==> src/rtl/wri_pkg.sv <==
package wri_pkg;

    typedef enum logic [2:0] {
        S_IDLE,
        S_WR_CMD,
        S_WR_DATA,
        S_TURN,
        S_RD_CMD,
        S_RD_LAT,
        S_RD_DATA
    } seq_state_t;

    // {cs_n, ras_n, cas_n, we_n}
    localparam logic [3:0] CMD_NOP   = 4'b0111;
    localparam logic [3:0] CMD_WRITE = 4'b0100;
    localparam logic [3:0] CMD_READ  = 4'b0101;

    // Data pairs in one burst for a burst-length code
    function automatic logic [2:0] pairs_of_bl(input logic [1:0] code);
        unique case (code)
            2'd3:    return 3'd4;
            2'd2:    return 3'd2;
            default: return 3'd1;
        endcase
    endfunction

endpackage

==> src/rtl/wri_burst_col.sv <==
module wri_burst_col #(
    parameter int COL_W = 10
) (
    input  logic [COL_W-1:0] base_col,
    input  logic [2:0]       burst_pairs,
    input  logic             interleave,
    input  logic [2:0]       elem_idx,
    output logic [COL_W-1:0] elem_col
);
    logic [2:0] span_mask;
    logic [2:0] low_bits;

    always_comb begin
        unique case (burst_pairs)
            3'd4:    span_mask = 3'b111;
            3'd2:    span_mask = 3'b011;
            default: span_mask = 3'b001;
        endcase
        low_bits = interleave ? (base_col[2:0] ^ elem_idx)
                              : (base_col[2:0] + elem_idx);
        elem_col      = base_col;
        elem_col[2:0] = (base_col[2:0] & ~span_mask) | (low_bits & span_mask);
    end

endmodule

==> src/rtl/wri_down_cnt.sv <==
module wri_down_cnt #(
    parameter int CNT_W = 5
) (
    input  logic             clk,
    input  logic             rst_n,
    input  logic             load,
    input  logic [CNT_W-1:0] load_val,
    output logic             at_one
);
    logic [CNT_W-1:0] cnt_q;

    always_ff @(posedge clk) begin
        if (!rst_n)
            cnt_q <= '0;
        else if (load)
            cnt_q <= load_val;
        else if (cnt_q != '0)
            cnt_q <= cnt_q - 1'b1;
    end

    assign at_one = (cnt_q == CNT_W'(1));

endmodule

==> src/rtl/ddr_wr_rd_interrupt_seq.sv <==
module ddr_wr_rd_interrupt_seq
    import wri_pkg::*;
#(
    parameter int COL_W  = 10,
    parameter int ADDR_W = 13,
    parameter int AP_BIT = 10,
    parameter int BANK_W = 2,
    parameter int DW     = 16,
    parameter int TWTR_W = 4
) (
    input  logic              clk,
    input  logic              rst_n,
    input  logic              req_valid,
    output logic              req_ready,
    input  logic [BANK_W-1:0] req_bank,
    input  logic [COL_W-1:0]  req_wr_col,
    input  logic [BANK_W-1:0] req_rd_bank,
    input  logic [COL_W-1:0]  req_rd_col,
    input  logic [2:0]        req_pairs,
    input  logic [1:0]        cfg_bl,
    input  logic              cfg_interleave,
    input  logic [TWTR_W-1:0] cfg_twtr,
    input  logic [1:0]        cfg_cl,
    output logic [3:0]        cmd_n,
    output logic [BANK_W-1:0] cmd_bank,
    output logic [ADDR_W-1:0] cmd_addr,
    output logic              wr_strobe_en,
    output logic [1:0]        wr_dm,
    output logic [COL_W-1:0]  wr_col_rise,
    output logic [COL_W-1:0]  wr_col_fall,
    input  logic [DW-1:0]     rd_dq_rise,
    input  logic [DW-1:0]     rd_dq_fall,
    output logic              rd_valid,
    output logic [DW-1:0]     rd_data_rise,
    output logic [DW-1:0]     rd_data_fall,
    output logic              err_bank
);
    localparam int CNT_W = TWTR_W + 1;
    localparam int PAD_W = ADDR_W - COL_W;

    seq_state_t state_q, state_d;

    logic [BANK_W-1:0] bank_q, rd_bank_q;
    logic [COL_W-1:0]  wcol_q, rcol_q;
    logic [2:0]        npairs_q, bpairs_q, pidx_q, mask_q;
    logic              il_q;
    logic [TWTR_W-1:0] twtr_q;
    logic [1:0]        cl_q;
    logic              rd_valid_q;
    logic [DW-1:0]     rd_rise_q, rd_fall_q;

    logic              cnt_load, cnt_one;
    logic [CNT_W-1:0]  cnt_val;
    logic              accept, last_pair, bank_ok;
    logic [2:0]        acc_bp, acc_np;
    logic [CNT_W-1:0]  turn_wait, mask_left;

    assign accept    = (state_q == S_IDLE) && req_valid;
    assign last_pair = (state_q == S_WR_DATA) && (pidx_q == npairs_q - 3'd1);
    assign bank_ok   = (rd_bank_q == bank_q);
    assign acc_bp    = pairs_of_bl(cfg_bl);
    assign acc_np    = (req_pairs == 3'd0) ? 3'd1 :
                       (req_pairs > acc_bp) ? acc_bp : req_pairs;

    // Turnaround: T + 1 for latest strobe skew, but never less than the masked pairs
    assign mask_left = CNT_W'(bpairs_q - npairs_q);
    assign turn_wait = (CNT_W'(twtr_q) + CNT_W'(1) > mask_left)
                     ? CNT_W'(twtr_q) + CNT_W'(1) : mask_left;

    // State register
    always_ff @(posedge clk) begin
        if (!rst_n)
            state_q <= S_IDLE;
        else
            state_q <= state_d;
    end

    always_comb begin
        state_d = state_q;
        unique case (state_q)
            S_IDLE:    if (req_valid) state_d = S_WR_CMD;
            S_WR_CMD:  state_d = S_WR_DATA;
            S_WR_DATA: if (last_pair) state_d = S_TURN;
            S_TURN:    if (cnt_one) state_d = S_RD_CMD;
            S_RD_CMD:  state_d = bank_ok ? S_RD_LAT : S_IDLE;
            S_RD_LAT:  if (cnt_one) state_d = S_RD_DATA;
            S_RD_DATA: if (cnt_one) state_d = S_IDLE;
            default:   state_d = S_IDLE;
        endcase
    end

    // Request and configuration capture, beat bookkeeping
    always_ff @(posedge clk) begin
        if (!rst_n) begin
            bank_q   <= '0;
            rd_bank_q <= '0;
            wcol_q   <= '0;
            rcol_q   <= '0;
            npairs_q <= 3'd1;
            bpairs_q <= 3'd1;
            il_q     <= 1'b0;
            twtr_q   <= TWTR_W'(1);
            cl_q     <= 2'd2;
            pidx_q   <= '0;
            mask_q   <= '0;
        end else begin
            if (accept) begin
                bank_q    <= req_bank;
                rd_bank_q <= req_rd_bank;
                wcol_q    <= req_wr_col;
                rcol_q    <= req_rd_col;
                npairs_q  <= acc_np;
                bpairs_q  <= acc_bp;
                il_q      <= cfg_interleave;
                twtr_q    <= (cfg_twtr == '0) ? TWTR_W'(1) : cfg_twtr;
                cl_q      <= (cfg_cl < 2'd2) ? 2'd2 : cfg_cl;
            end
            if (state_q == S_WR_CMD)
                pidx_q <= '0;
            else if (state_q == S_WR_DATA)
                pidx_q <= pidx_q + 3'd1;
            else if (state_q == S_TURN && mask_q != '0)
                pidx_q <= pidx_q + 3'd1;
            if (last_pair)
                mask_q <= bpairs_q - npairs_q;
            else if (state_q == S_TURN && mask_q != '0)
                mask_q <= mask_q - 3'd1;
        end
    end

    // Counter control: turnaround, then CAS latency, then read burst length
    always_comb begin
        cnt_load = 1'b0;
        cnt_val  = '0;
        if (last_pair) begin
            cnt_load = 1'b1;
            cnt_val  = turn_wait;
        end else if (state_q == S_RD_CMD) begin
            cnt_load = 1'b1;
            cnt_val  = CNT_W'(cl_q) - CNT_W'(1);
        end else if (state_q == S_RD_LAT && cnt_one) begin
            cnt_load = 1'b1;
            cnt_val  = CNT_W'(bpairs_q);
        end
    end

    wri_down_cnt #(.CNT_W(CNT_W)) u_cnt (
        .clk      (clk),
        .rst_n    (rst_n),
        .load     (cnt_load),
        .load_val (cnt_val),
        .at_one   (cnt_one)
    );

    wri_burst_col #(.COL_W(COL_W)) u_col_rise (
        .base_col    (wcol_q),
        .burst_pairs (bpairs_q),
        .interleave  (il_q),
        .elem_idx    ({pidx_q[1:0], 1'b0}),
        .elem_col    (wr_col_rise)
    );

    wri_burst_col #(.COL_W(COL_W)) u_col_fall (
        .base_col    (wcol_q),
        .burst_pairs (bpairs_q),
        .interleave  (il_q),
        .elem_idx    ({pidx_q[1:0], 1'b1}),
        .elem_col    (wr_col_fall)
    );

    // Outputs
    always_comb begin
        req_ready    = (state_q == S_IDLE);
        cmd_n        = CMD_NOP;
        cmd_bank     = bank_q;
        cmd_addr     = '0;
        wr_strobe_en = 1'b0;
        wr_dm        = 2'b00;
        err_bank     = 1'b0;
        unique case (state_q)
            S_WR_CMD: begin
                cmd_n    = CMD_WRITE;
                cmd_addr = {{PAD_W{1'b0}}, wcol_q};
            end
            S_WR_DATA: wr_strobe_en = 1'b1;
            S_TURN: begin
                wr_strobe_en = (mask_q != '0);
                wr_dm        = (mask_q != '0) ? 2'b11 : 2'b00;
            end
            S_RD_CMD: begin
                if (bank_ok) begin
                    cmd_n    = CMD_READ;
                    cmd_addr = {{PAD_W{1'b0}}, rcol_q};
                end else begin
                    err_bank = 1'b1;
                end
            end
            default: ;
        endcase
    end

    // Read capture
    always_ff @(posedge clk) begin
        if (!rst_n) begin
            rd_valid_q <= 1'b0;
            rd_rise_q  <= '0;
            rd_fall_q  <= '0;
        end else begin
            rd_valid_q <= (state_q == S_RD_DATA);
            if (state_q == S_RD_DATA) begin
                rd_rise_q <= rd_dq_rise;
                rd_fall_q <= rd_dq_fall;
            end
        end
    end

    assign rd_valid     = rd_valid_q;
    assign rd_data_rise = rd_rise_q;
    assign rd_data_fall = rd_fall_q;

    // Clocks since the last unmasked write pair (checking only)
    logic [5:0] gap_q;
    always_ff @(posedge clk) begin
        if (!rst_n)
            gap_q <= 6'h3f;
        else if (wr_strobe_en && wr_dm == 2'b00)
            gap_q <= '0;
        else if (gap_q != 6'h3f)
            gap_q <= gap_q + 6'd1;
    end

    initial begin
        assert (AP_BIT >= COL_W && AP_BIT < ADDR_W) else $error("column overlaps auto-precharge bit");
    end

    p_write_after_accept_r2: assert property (@(posedge clk) disable iff (!rst_n)
        (req_valid && req_ready) |=> (cmd_n == CMD_WRITE && !cmd_addr[AP_BIT]));

    p_mask_with_strobe_r5: assert property (@(posedge clk) disable iff (!rst_n)
        (wr_dm != 2'b00) |-> wr_strobe_en);

    p_twtr_gap_r6: assert property (@(posedge clk) disable iff (!rst_n)
        (cmd_n == CMD_READ) |-> (gap_q >= 6'(twtr_q) + 6'd1 && !wr_strobe_en));

    p_read_same_bank_r7: assert property (@(posedge clk) disable iff (!rst_n)
        (cmd_n == CMD_READ) |-> (rd_bank_q == cmd_bank && !err_bank));

    p_ready_quiet_r9: assert property (@(posedge clk) disable iff (!rst_n)
        req_ready |-> (cmd_n == CMD_NOP && !wr_strobe_en));

    p_capture_quiet_r8: assert property (@(posedge clk) disable iff (!rst_n)
        rd_valid |-> (!wr_strobe_en && cmd_n == CMD_NOP));

endmodule

==> config.mk <==
export PLATFORM = sky130hd
export DESIGN_NAME = ddr_wr_rd_interrupt_seq
export DESIGN_NICKNAME = d
export VERILOG_FILES = /design/src/rtl/wri_pkg.sv /design/src/rtl/wri_burst_col.sv /design/src/rtl/wri_down_cnt.sv /design/src/rtl/ddr_wr_rd_interrupt_seq.sv
export SDC_FILE = /design/constraint.sdc
export NUM_CORES = 1
export LEC_CHECK = 0
export ABC_CLOCK_PERIOD_IN_PS = 3040
export CAP_MARGIN = 20
export CORE_UTILIZATION = 46
export CTS_CLUSTER_SIZE = 10
export DETAILED_ROUTE_END_ITERATION = 12
export MAX_ROUTING_LAYER = met4
export PLACE_DENSITY = 0.81
export SLEW_MARGIN = 20
export SYNTH_ARGS = -nofsm -noshare
export SYNTH_HDL_FRONTEND = slang
export SYNTH_SLANG_ARGS = --single-unit
export TNS_END_PERCENT = 50
==> constraint.sdc <==
create_clock -name clk -period 3.04 [get_ports clk]
set_input_delay 0.608 -clock clk [delete_from_list [all_inputs] [get_ports clk]]
set_output_delay 0.608 -clock clk [all_outputs]
set_load 0.03 [all_outputs]
==> run_results.csv, run 1 <==
group,metric,value,unit
clock_network,post_cts_buffers,0,
synth,synth_seq_cells,83,
worst_setup_path,critPathMaxStageDelay,0.77,ns
power,max-vdd-ir-drop,0.442,mV
synth,synth_top_area_share,39.3,%
sta,fin_setup_tns,0,ns
clock_network,cts_buffer_depth,2,
worst_setup_path,cp_cell_sequence,"inv_1 -> ha_1 -> nor2b_1 -> nor3_2 -> clkdlybuf4s50_1",
clock_network,hold_buffers,0,
routing,via_count,4020,
routing,met2_length,5.72,mm
routing,m1WireLength,4.72,mm
routing,post_drt_via_cell_ratio,5.19,
global_routing,grt_pass1_wl,18.4,mm
clock_network,cts.sinks,83,
die,row_count,34,
clock_network,root_buffer,"clkbuf_8",
status,status,"complete, but fails checks",
sta,setup_viol,0,
status,violations,"DRC",
place,placed_cells,759,
global_routing,grt_pass1_vias,4019,
power,p_per_area,697,mW/mm^2
worst_setup_path,critPathKind,"flop to output pin",
sta,timing.final.ws_setup,0.145,ns
finish,antennaDiodeCount,0,
clock_network,clock_latency,0.35,ns
place,place_ws,0.122,ns
die,die_w,97.8,um
die,die_h,97.8,um
synth,synth_top_area_cell,"dfxtp_1",
finish,layout.nets,754,
synth,ys_seq_area_share,39.3,%
sta,finalMaxSlewViolations,0,
worst_setup_path,crit_family,"buffers and inverters",
finish,drive_gt1_share,7.80,%
sta,fin_crit,2.89,ns
routing,ant_nets,0,
job,maxCapViolCount,0,
clock_network,numCtsBuffers,9,
die,ios,148,
worst_setup_path,cp-end-kind,"output pin",
routing,routed.top_layer,"met4",
place,port_buffers,142,
worst_setup_path,slowest_stage,"clkdlybuf4s50_1",
sta,fin_worst_skew,0.00915,ns
synth,synth_area_per_cell,7.81,um^2
routing,wl_met3,605,um
synth,synth_area,0.00422,mm^2
die,initial_core_util,48.0,%
routing,post-route-drc-count,2,
place,place.gp.congestion,0.893,
worst_setup_path,crit_required,2.43,ns
die,fp.coreArea,0.00881,mm^2
worst_setup_path,crit_path_start_kind,"flop",
clock_network,clkTransAtPathRegs,0.09,ns
clock_network,cts_tree,"done",
finish,synthToLayoutAreaGrowth,37.7,%
synth,synth_edf_count,0,
routing,routed_wl,11.2,mm
sta,rsz0062_at_grt,"no",
synth,netlist_instances,541,
clock_network,htreeDepth,3,
global_routing,antenna_found_initial,0,
routing,drtPass1Iterations,8,
routing,wl_per_cell,14.4,um
min_path,min_path_type,"flop to flop",
power,p_leak,2.22,nW
global_routing,gr-total-overflow,0,
synth,yosysMostFrequentCell,"nand2_1",
synth,ys_types,50,
worst_setup_path,crit_fanout,5,
power,power.total,4.05,mW
die,die-area,0.00957,mm^2
worst_setup_path,critPathBufInv,2,
global_routing,grt_max_degree,34,
synth,async_reset_ff_share,0,%
sta,worst_hold_slack,0.456,ns
synth,ys.flop_type,"dfxtp_1",
sta,fmax,345,MHz
synth,synth_area_leaders,"dfxtp_1 (39%), nand2_1 (13%), a21oi_1 (8.7%), ha_1 (5.6%), buf_4 (3.7%)",
global_routing,grt_usage,24.4,%
place,dp_hpwl,8.35,mm
routing,first_iter_violations,206,
synth,yosysWarnings,0,
worst_setup_path,cp.arrival,2.29,ns
sta,hold_viol,0,
synth,synth_commonest_cells,"nand2_1 (142), dfxtp_1 (83), a21oi_1 (73)",
sta,min_period_over_period,95.2,%
finish,finalNonFillerCells,775,
==> worst paths after layout <==
path / start / endpoint / slack (ns) / cells past startpoint
setup / recovery: mask_q[0] / wr_dm[1] / 0.15 / 5
hold / removal: rd_data_rise[8] / rd_data_rise[8] / 0.46 / 2
setup reg to reg: npairs_q[1] / u_cnt.cnt_q[3] / 0.30 / 11
hold reg to reg: rd_data_rise[8] / rd_data_rise[8] / 0.46 / 2
==> through the flow <==
stage	util [%]	instance area (um^2)
global placement	63.7	5610
global route	66.0	5810
finish	66.0	5810
floorplan	-	4230
detailed placement	63.7	5610
CTS	66.0	5810
==> cell type report <==
class | instances | area, um^2
clock inverters | 6 | 71.3
clock buffers | 10 | 138
multi-input cells | 390 | 2210
repair buffers | 156 | 1510
well taps | 108 | 135
inverters | 22 | 82.6
flip-flops and latches | 83 | 1660
fillers | 723 | 2990
==> tightest hold or removal path: cells and delay by family (launching register included) <==
| family | cells | cell delay [ns] |
|---|---|---|
| flip-flops | 1 | 0.32 |
| AND/OR/NAND/NOR | 1 | 0.05 |
| AO/OA/AOI/OAI | 1 | 0.05 |
==> placed cells by master (no fill, tap or decap), types with 2 or more instances in the layout <==
master and count:
fa_1 2, nand3_1 10, a22o_1 8, nor3b_1 2
or2_2 3, nand2_1 142, a21oi_1 73, inv_2 3
nor2_1 25, buf_4 23, a31oi_1 5, a21o_1 2
nor3_1 5, and2_1 3, nand2b_1 3, clkbuf_8 10
mux2i_1 6, xnor2_1 9, xor2_1 8, ha_1 19
o21a_1 3, inv_1 19, conb_1 5, a211oi_1 3
and3_1 3, nor2b_1 10, clkdlybuf4s50_1 130, dfxtp_1 83
o311a_1 2, dlygate4sd2_1 2, nand4_1 2, o21ai_0 18
==> flip-flops by register name, indices dropped and copies added, names as in the netlist, 4 cells and up <==
register	flops
rd_data_fall	16
u_cnt.cnt_q	5
rcol_q	10
wcol_q	10
twtr_q	4
rd_data_rise	16
==> power by group <==
group,switching [mW],total [mW],internal [mW]
Combinational,1.04,1.82,0.778
Clock,0.429,0.840,0.411
Sequential,0.159,1.39,1.23
Total,1.63,4.05,2.42
==> routing by layer <==
layer / global-route usage (%) / vias up
met5: - / -
met4: 7.93 / 0
met3: 5.30 / 12
met2: 41.9 / 104
met1: 28.2 / 1884
li1: - / 2020
==> what timing repair did <==
action / in CTS / in global routing
endpoints found under the hold margin: 0 / 0
endpoints found under the setup margin: 2 / 0
resized for setup: 2 / 0
==> cell families (layout without fill, tap and decap cells) <==
logic type / after synthesis / count (layout) / synth area share, %
AO/OA/AOI/OAI: 126 / 126 / 17.5
XOR/XNOR: 18 / 18 / 4.06
adder cells (fa/ha/maj): 21 / 21 / 6.58
buffers and inverters: 71 / 194 / 8.47
flip-flops: 83 / 83 / 39.3
multiplexers: 6 / 6 / 1.42
other: 2 / 5 / 0.178
AND/OR/NAND/NOR: 214 / 214 / 22.5
No activity file was read; power rests on OpenSTA's default activity.
==> inputs of run 2 (changes only) <==
--- a/config.mk
+++ b/config.mk
@@ -7,6 +7,7 @@
 export LEC_CHECK = 0
 export ABC_CLOCK_PERIOD_IN_PS = 3040
 export CAP_MARGIN = 20
+export CORE_ASPECT_RATIO = 1.5
 export CORE_UTILIZATION = 46
 export CTS_CLUSTER_SIZE = 10
 export DETAILED_ROUTE_END_ITERATION = 12
==> run 2 against run 1 <==
The flow now finishes without violations. First-iteration DRC count down 0.49%. Cell count decreased by 0.13%. Worst setup slack improved by 0.023 ns. Hold slack got worse by 0.0041 ns. Sequential cell count unchanged. Sequential share of layout area down 0.55 points. Via count up 2.8%. Critical path type unchanged.
==> run_results.csv, run 2 (synthesis results as in run 1) <==
group,metric,value,unit
status,status,"completed",
sta,worst-slew-pin-transition,0.576,ns
clock_network,cts_tree,"done",
routing,via_count,4134,
die,die_h,119,um
power,p_per_area,742,mW/mm^2
worst_setup_path,cp.arrival,2.26,ns
clock_network,clkTransAtPathRegs,0.06,ns
min_path,min_path_type,"flop to flop",
worst_setup_path,critPathKind,"flop to output pin",
die,initial_core_util,47.5,%
worst_setup_path,crit_path_start_kind,"flop",
routing,first_iter_violations,205,
clock_network,clock_latency,0.34,ns
die,ios,148,
power,power.total,4.40,mW
power,power_frac_comb,41.2,%
global_routing,grt_pass1_vias,4155,
sta,hold_viol,0,
global_routing,grt_max_degree,67,
worst_setup_path,crit_required,2.43,ns
finish,fin_util,66.8,%
finish,layout.nets,751,
worst_setup_path,worst_r2r_endpoint,"u_cnt.cnt_q[3]",
clock_network,numCtsBuffers,9,
sta,finalMaxSlewViolations,0,
sta,fin_crit,2.87,ns
place,port_buffers,142,
worst_setup_path,ff2ff_setup_slack,0.25,ns
die,die-area,0.00958,mm^2
routing,drtPass1Iterations,6,
routing,post_drt_via_cell_ratio,5.34,
sta,fin_setup_tns,0,ns
finish,layout_commonest_cell,"nand2_1",
global_routing,grt_pass1_wl,18.5,mm
worst_setup_path,startpoint,"state_q[1]",
sta,min_period_over_period,94.5,%
power,swShare,37.4,%
finish,finalInstanceArea,0.00593,mm^2
power,switchingPower,1.64,mW
place,place.gp.congestion,0.844,
finish,synthToLayoutAreaGrowth,40.4,%
clock_network,cts.sinks,83,
worst_setup_path,worstReg2RegStart,"npairs_q[1]",
routing,post-route-drc-count,0,
clock_network,htreeDepth,3,
die,fp.coreArea,0.00888,mm^2
sta,slew_headroom,61.6,%
power,max-vdd-ir-drop,0.510,mV
routing,wl_per_cell,14.8,um
sta,fmax,348,MHz
power,internal-power,2.76,mW
global_routing,grt_usage,25.5,%
global_routing,antenna_found_initial,0,
sta,fin_worst_skew,0.00555,ns
routing,ant_nets,0,
global_routing,gr-total-overflow,0,
worst_setup_path,r2r_cells,11,
clock_network,cts_buffer_depth,2,
finish,antennaDiodeCount,0,
job,maxCapViolCount,0,
routing,routed_wl,11.5,mm
worst_setup_path,crit_fanout,16,
place,dp_hpwl,8.50,mm
worst_setup_path,cp-end-kind,"output pin",
die,row_count,42,
die,die_w,80.2,um
power,p_clk_share,26.5,%
worst_setup_path,cp-endpoint,"cmd_n[1]",
clock_network,root_buffer,"clkbuf_16",
finish,drive_gt1_share,7.23,%
sta,rsz0062_at_grt,"no",
clock_network,hold_buffers,0,
finish,layout_common_cells,"nand2_1 (142), clkdlybuf4s50_1 (130), dfxtp_1 (83)",
power,p_leak,2.28,nW
place,place_area,0.00560,mm^2
power,p_seq_share,32.3,%
sta,setup_viol,0,
[run 2: cell count changes in the layout (fill, tap and decap cells not counted), moves of 2 or more]
cell / before / now
clkbuf_8: 10 / 1
clkbuf_1: 0 / 2
clkbuf_16: 0 / 9
buf_4: 23 / 19
[run 2: worst max-delay path, cell delays in order, from the launching register on]
cell,delay [ns]
dfxtp_1,0.64
nor2b_1,0.22
nand2_1,0.14
nor2_1,0.07
nor2_1,0.15
clkdlybuf4s50_1,0.71
[run 2: stage by stage]
| step | worst slack, ns | instances | hold slack, ns |
|---|---|---|---|
| 2_1_floorplan | 0.523 | 544 | 0.436 |
| 3_3_place_gp | 0.253 | 758 | 0.441 |
| 3_5_place_dp | 0.181 | 758 | 0.447 |
| 4_1_cts | 0.0205 | 774 | 0.453 |
| 5_1_grt | 0.0781 | 774 | 0.474 |
| 6_report | 0.168 | 774 | 0.452 |
[run 2: what timing repair did]
| item | in CTS | in global routing |
|---|---|---|
| buffers inserted | 0 | 0 |
| pin swaps | 0 | 0 |
| gates resized for setup | 1 | 2 |
| setup endpoints to repair | 1 | 3 |
[run 2: layout make-up]
class | instances | area (um^2)
clock buffer | 12 | 246
multi-input combinational | 390 | 2220
tap | 110 | 138
sequential | 83 | 1660
timing repair buffer | 153 | 1510
inverter | 22 | 82.6
fill | 724 | 2950
clock inverter | 4 | 73.8
[run 2: metal layers]
| metal | track usage (%) | up-vias | wire length, um | share of wire [%] |
|---|---|---|---|---|
| li1 | - | 2018 | - | - |
| met1 | 25.2 | 1934 | 4220 | 37 |
| met2 | 45.7 | 141 | 6240 | 54 |
| met3 | 4.75 | 41 | 486 | 4.2 |
| met4 | 14.5 | 0 | 539 | 4.7 |
| met5 | - | - | 0 | 0 |
[run 2: how the worst min path moves through the flow]
stage / start / to / slack, ns / cells past startpoint
finish: rd_data_fall[0] / rd_data_fall[0] / 0.45 / 2
CTS: rd_data_fall[0] / rd_data_fall[0] / 0.45 / 2
detailed placement: rd_data_fall[0] / rd_data_fall[0] / 0.45 / 2
global placement: rd_data_fall[0] / rd_data_fall[0] / 0.44 / 2
floorplan: rcol_q[2] / rcol_q[2] / 0.44 / 2
global route: rcol_q[7] / rcol_q[7] / 0.47 / 2
[run 2: power by group through the flow]
stage / clock (mW) / combinational [mW] / sequential [mW]
2_1_floorplan: 0 / 1.27 / 1.40
5_1_grt: 1.24 / 1.98 / 1.44
6_report: 1.17 / 1.81 / 1.42
4_1_cts: 1.18 / 1.80 / 1.42
3_3_place_gp: 0 / 1.71 / 1.43
3_5_place_dp: 0 / 1.78 / 1.44
==> inputs of run 3 (changes only) <==
--- a/config.mk
+++ b/config.mk
@@ -5,7 +5,7 @@
 export SDC_FILE = /design/constraint.sdc
 export NUM_CORES = 1
 export LEC_CHECK = 0
-export ABC_CLOCK_PERIOD_IN_PS = 3040
+export ABC_CLOCK_PERIOD_IN_PS = 2700
 export CAP_MARGIN = 20
 export CORE_ASPECT_RATIO = 1.5
 export CORE_UTILIZATION = 46
==> constraint.sdc (replaced) <==
create_clock -name clk -period 2.7 [get_ports clk]
set_input_delay 0.54 -clock clk [delete_from_list [all_inputs] [get_ports clk]]
set_output_delay 0.54 -clock clk [all_outputs]
set_load 0.03 [all_outputs]
==> run 3 against run 2 <==
Cell count grew 1.8%. Register-to-register slack worse by 0.24 ns. Critical endpoint is now u_cnt.cnt_q[3]. Critical path depth rose by 7. Clock skew barely moved. Die area did not move.
==> run_results.csv, run 3 (synthesis results as in run 1) <==
group,metric,value,unit
status,status,"completed",
routing,post_drt_via_cell_ratio,5.41,
die,ios,148,
finish,layout_common_cells,"nand2_1 (142), clkdlybuf4s50_1 (125), dfxtp_1 (80)",
sta,fmax,372,MHz
die,die-area,0.00958,mm^2
place,port_buffers,142,
sta,slew_headroom,62.5,%
finish,drive_gt1_share,11.5,%
power,p_clk_share,25.4,%
worst_setup_path,crit_fanout,7,
power,p_per_area,841,mW/mm^2
power,switchingPower,1.91,mW
routing,post-route-drc-count,0,
finish,layout_commonest_cell,"nand2_1",
routing,ant_nets,0,
global_routing,antenna_found_initial,0,
clock_network,root_buffer,"clkbuf_16",
die,row_count,42,
clock_network,clkTransAtPathRegs,0.06,ns
power,swShare,37.2,%
sta,fin_setup_tns,0,ns
routing,drtPass1Iterations,4,
die,die_w,80.2,um
sta,worst-slew-pin-transition,0.561,ns
finish,fill_cells,709,
min_path,min_path_type,"flop to flop",
finish,antennaDiodeCount,0,
sta,setup_viol,0,
global_routing,gr-total-overflow,0,
worst_setup_path,crit_required,2.92,ns
clock_network,clock_latency,0.33,ns
job,maxCapViolCount,0,
clock_network,cts_tree,"done",
sta,hold_viol,0,
global_routing,grt_pass1_wl,19.0,mm
finish,layout.nets,766,
place,place.gp.congestion,0.911,
routing,via_count,4261,
worst_setup_path,critPathKind,"flop to flop",
global_routing,grt_max_degree,61,
worst_setup_path,cp-end-kind,"flop",
finish,synthToLayoutAreaGrowth,44.6,%
die,initial_core_util,47.5,%
power,max-vdd-ir-drop,0.630,mV
sta,finalMaxSlewViolations,0,
sta,min_period_over_period,99.5,%
global_routing,grt_usage,26.2,%
sta,fin_crit,2.69,ns
clock_network,cts_buffer_depth,2,
clock_network,cts.sinks,83,
routing,routed_wl,12.1,mm
global_routing,grt_pass1_vias,4166,
clock_network,numCtsBuffers,9,
sta,fin_worst_skew,0.00554,ns
worst_setup_path,cp.arrival,2.91,ns
worst_setup_path,crit_path_start_kind,"flop",
clock_network,htreeDepth,3,
clock_network,hold_buffers,0,
routing,wl_per_cell,15.3,um
power,power_frac_comb,44.0,%
power,power.total,5.14,mW
routing,first_iter_violations,182,
power,p_leak,2.42,nW
power,p_seq_share,30.7,%
die,die_h,119,um
place,dp_hpwl,8.66,mm
die,fp.coreArea,0.00888,mm^2
power,internal-power,3.23,mW
==> run 3: cell types whose count changed in the layout (fill, tap and decap cells not counted), moves of 2 or more <==
| cell | previous run | this run |
|---|---|---|
| buf_4 | 19 | 33 |
| clkdlybuf4s50_1 | 130 | 125 |
| dfxtp_1 | 83 | 80 |
| dfxtp_2 | 0 | 3 |
| dlymetal6s2s_1 | 1 | 4 |
| ha_1 | 19 | 16 |
| ha_4 | 0 | 3 |
| clkbuf_1 | 2 | 0 |
| inv_1 | 19 | 17 |
| inv_2 | 3 | 5 |
| nor2b_1 | 10 | 8 |
| nor2b_4 | 0 | 2 |
==> run 3: layer usage <==
metal	track usage [%]	vias up	share of wire, %
met5	-	-	0
met4	13.5	0	3.9
met3	4.44	41	3.6
met2	46.3	133	55
met1	27.3	2035	38
li1	-	2052	-
==> run 3: critical path: stages (launching register included) <==
cell	delay, ns
dfxtp_2	0.34
inv_2	0.04
ha_1	0.29
nor2b_4	0.15
o21ai_2	0.13
nand2b_1	0.15
buf_6	0.16
ha_4	0.25
nand4_1	0.11
nor2_1	0.15
o32a_1	0.33
nor2_1	0.13
o311a_1	0.35
==> run 3: timing repair <==
action	4_1_cts	5_1_grt
resized for setup	5	24
buffers inserted	1	2
pin swaps	1	7
endpoints found under the setup margin	9	12
==> run 3: power by group through the flow <==
| stage | clock network [mW] | registers, mW | logic, mW |
|---|---|---|---|
| finish | 1.30 | 1.58 | 2.26 |
| global route | 1.37 | 1.60 | 2.46 |
| CTS | 1.32 | 1.57 | 2.13 |
| detailed placement | 0 | 1.59 | 2.09 |
| global placement | 0 | 1.58 | 2.01 |
| floorplan | 0 | 1.57 | 1.43 |
==> run 3: through the flow <==
| step | hold WS, ns | instances | setup WS, ns | cell area [um^2] | util [%] |
|---|---|---|---|---|---|
| after floorplan | 0.436 | 544 | 0.183 | 4230 | - |
| after global placement | 0.442 | 770 | 0.0512 | 5690 | 64.1 |
| final | 0.454 | 788 | 0.0143 | 6100 | 68.7 |
| after detailed placement | 0.449 | 770 | -0.0641 | 5690 | 64.1 |
| after global routing | 0.473 | 788 | -0.109 | 6100 | 68.7 |
| after CTS | 0.455 | 786 | 0.00295 | 6010 | 67.7 |
==> run 3: final timing paths <==
path / from / to / slack, ns / cells after the start
setup reg to reg: npairs_q[1] / u_cnt.cnt_q[3] / 0.01 / 12
setup / recovery: npairs_q[1] / u_cnt.cnt_q[3] / 0.01 / 12
hold reg to reg: rd_data_rise[4] / rd_data_rise[4] / 0.45 / 2
hold / removal: rd_data_rise[4] / rd_data_rise[4] / 0.45 / 2
==> run 3: cell type report <==
cell class / instances / area (um^2) / share of cell area [%]
clock inverter: 5 / 77.6 / 1.27
tap: 110 / 138 / 2.25
timing repair buffer: 168 / 1620 / 26.6
inverter: 22 / 82.6 / 1.35
sequential: 83 / 1670 / 27.3
multi-input combinational: 390 / 2280 / 37.3
clock buffer: 10 / 239 / 3.91
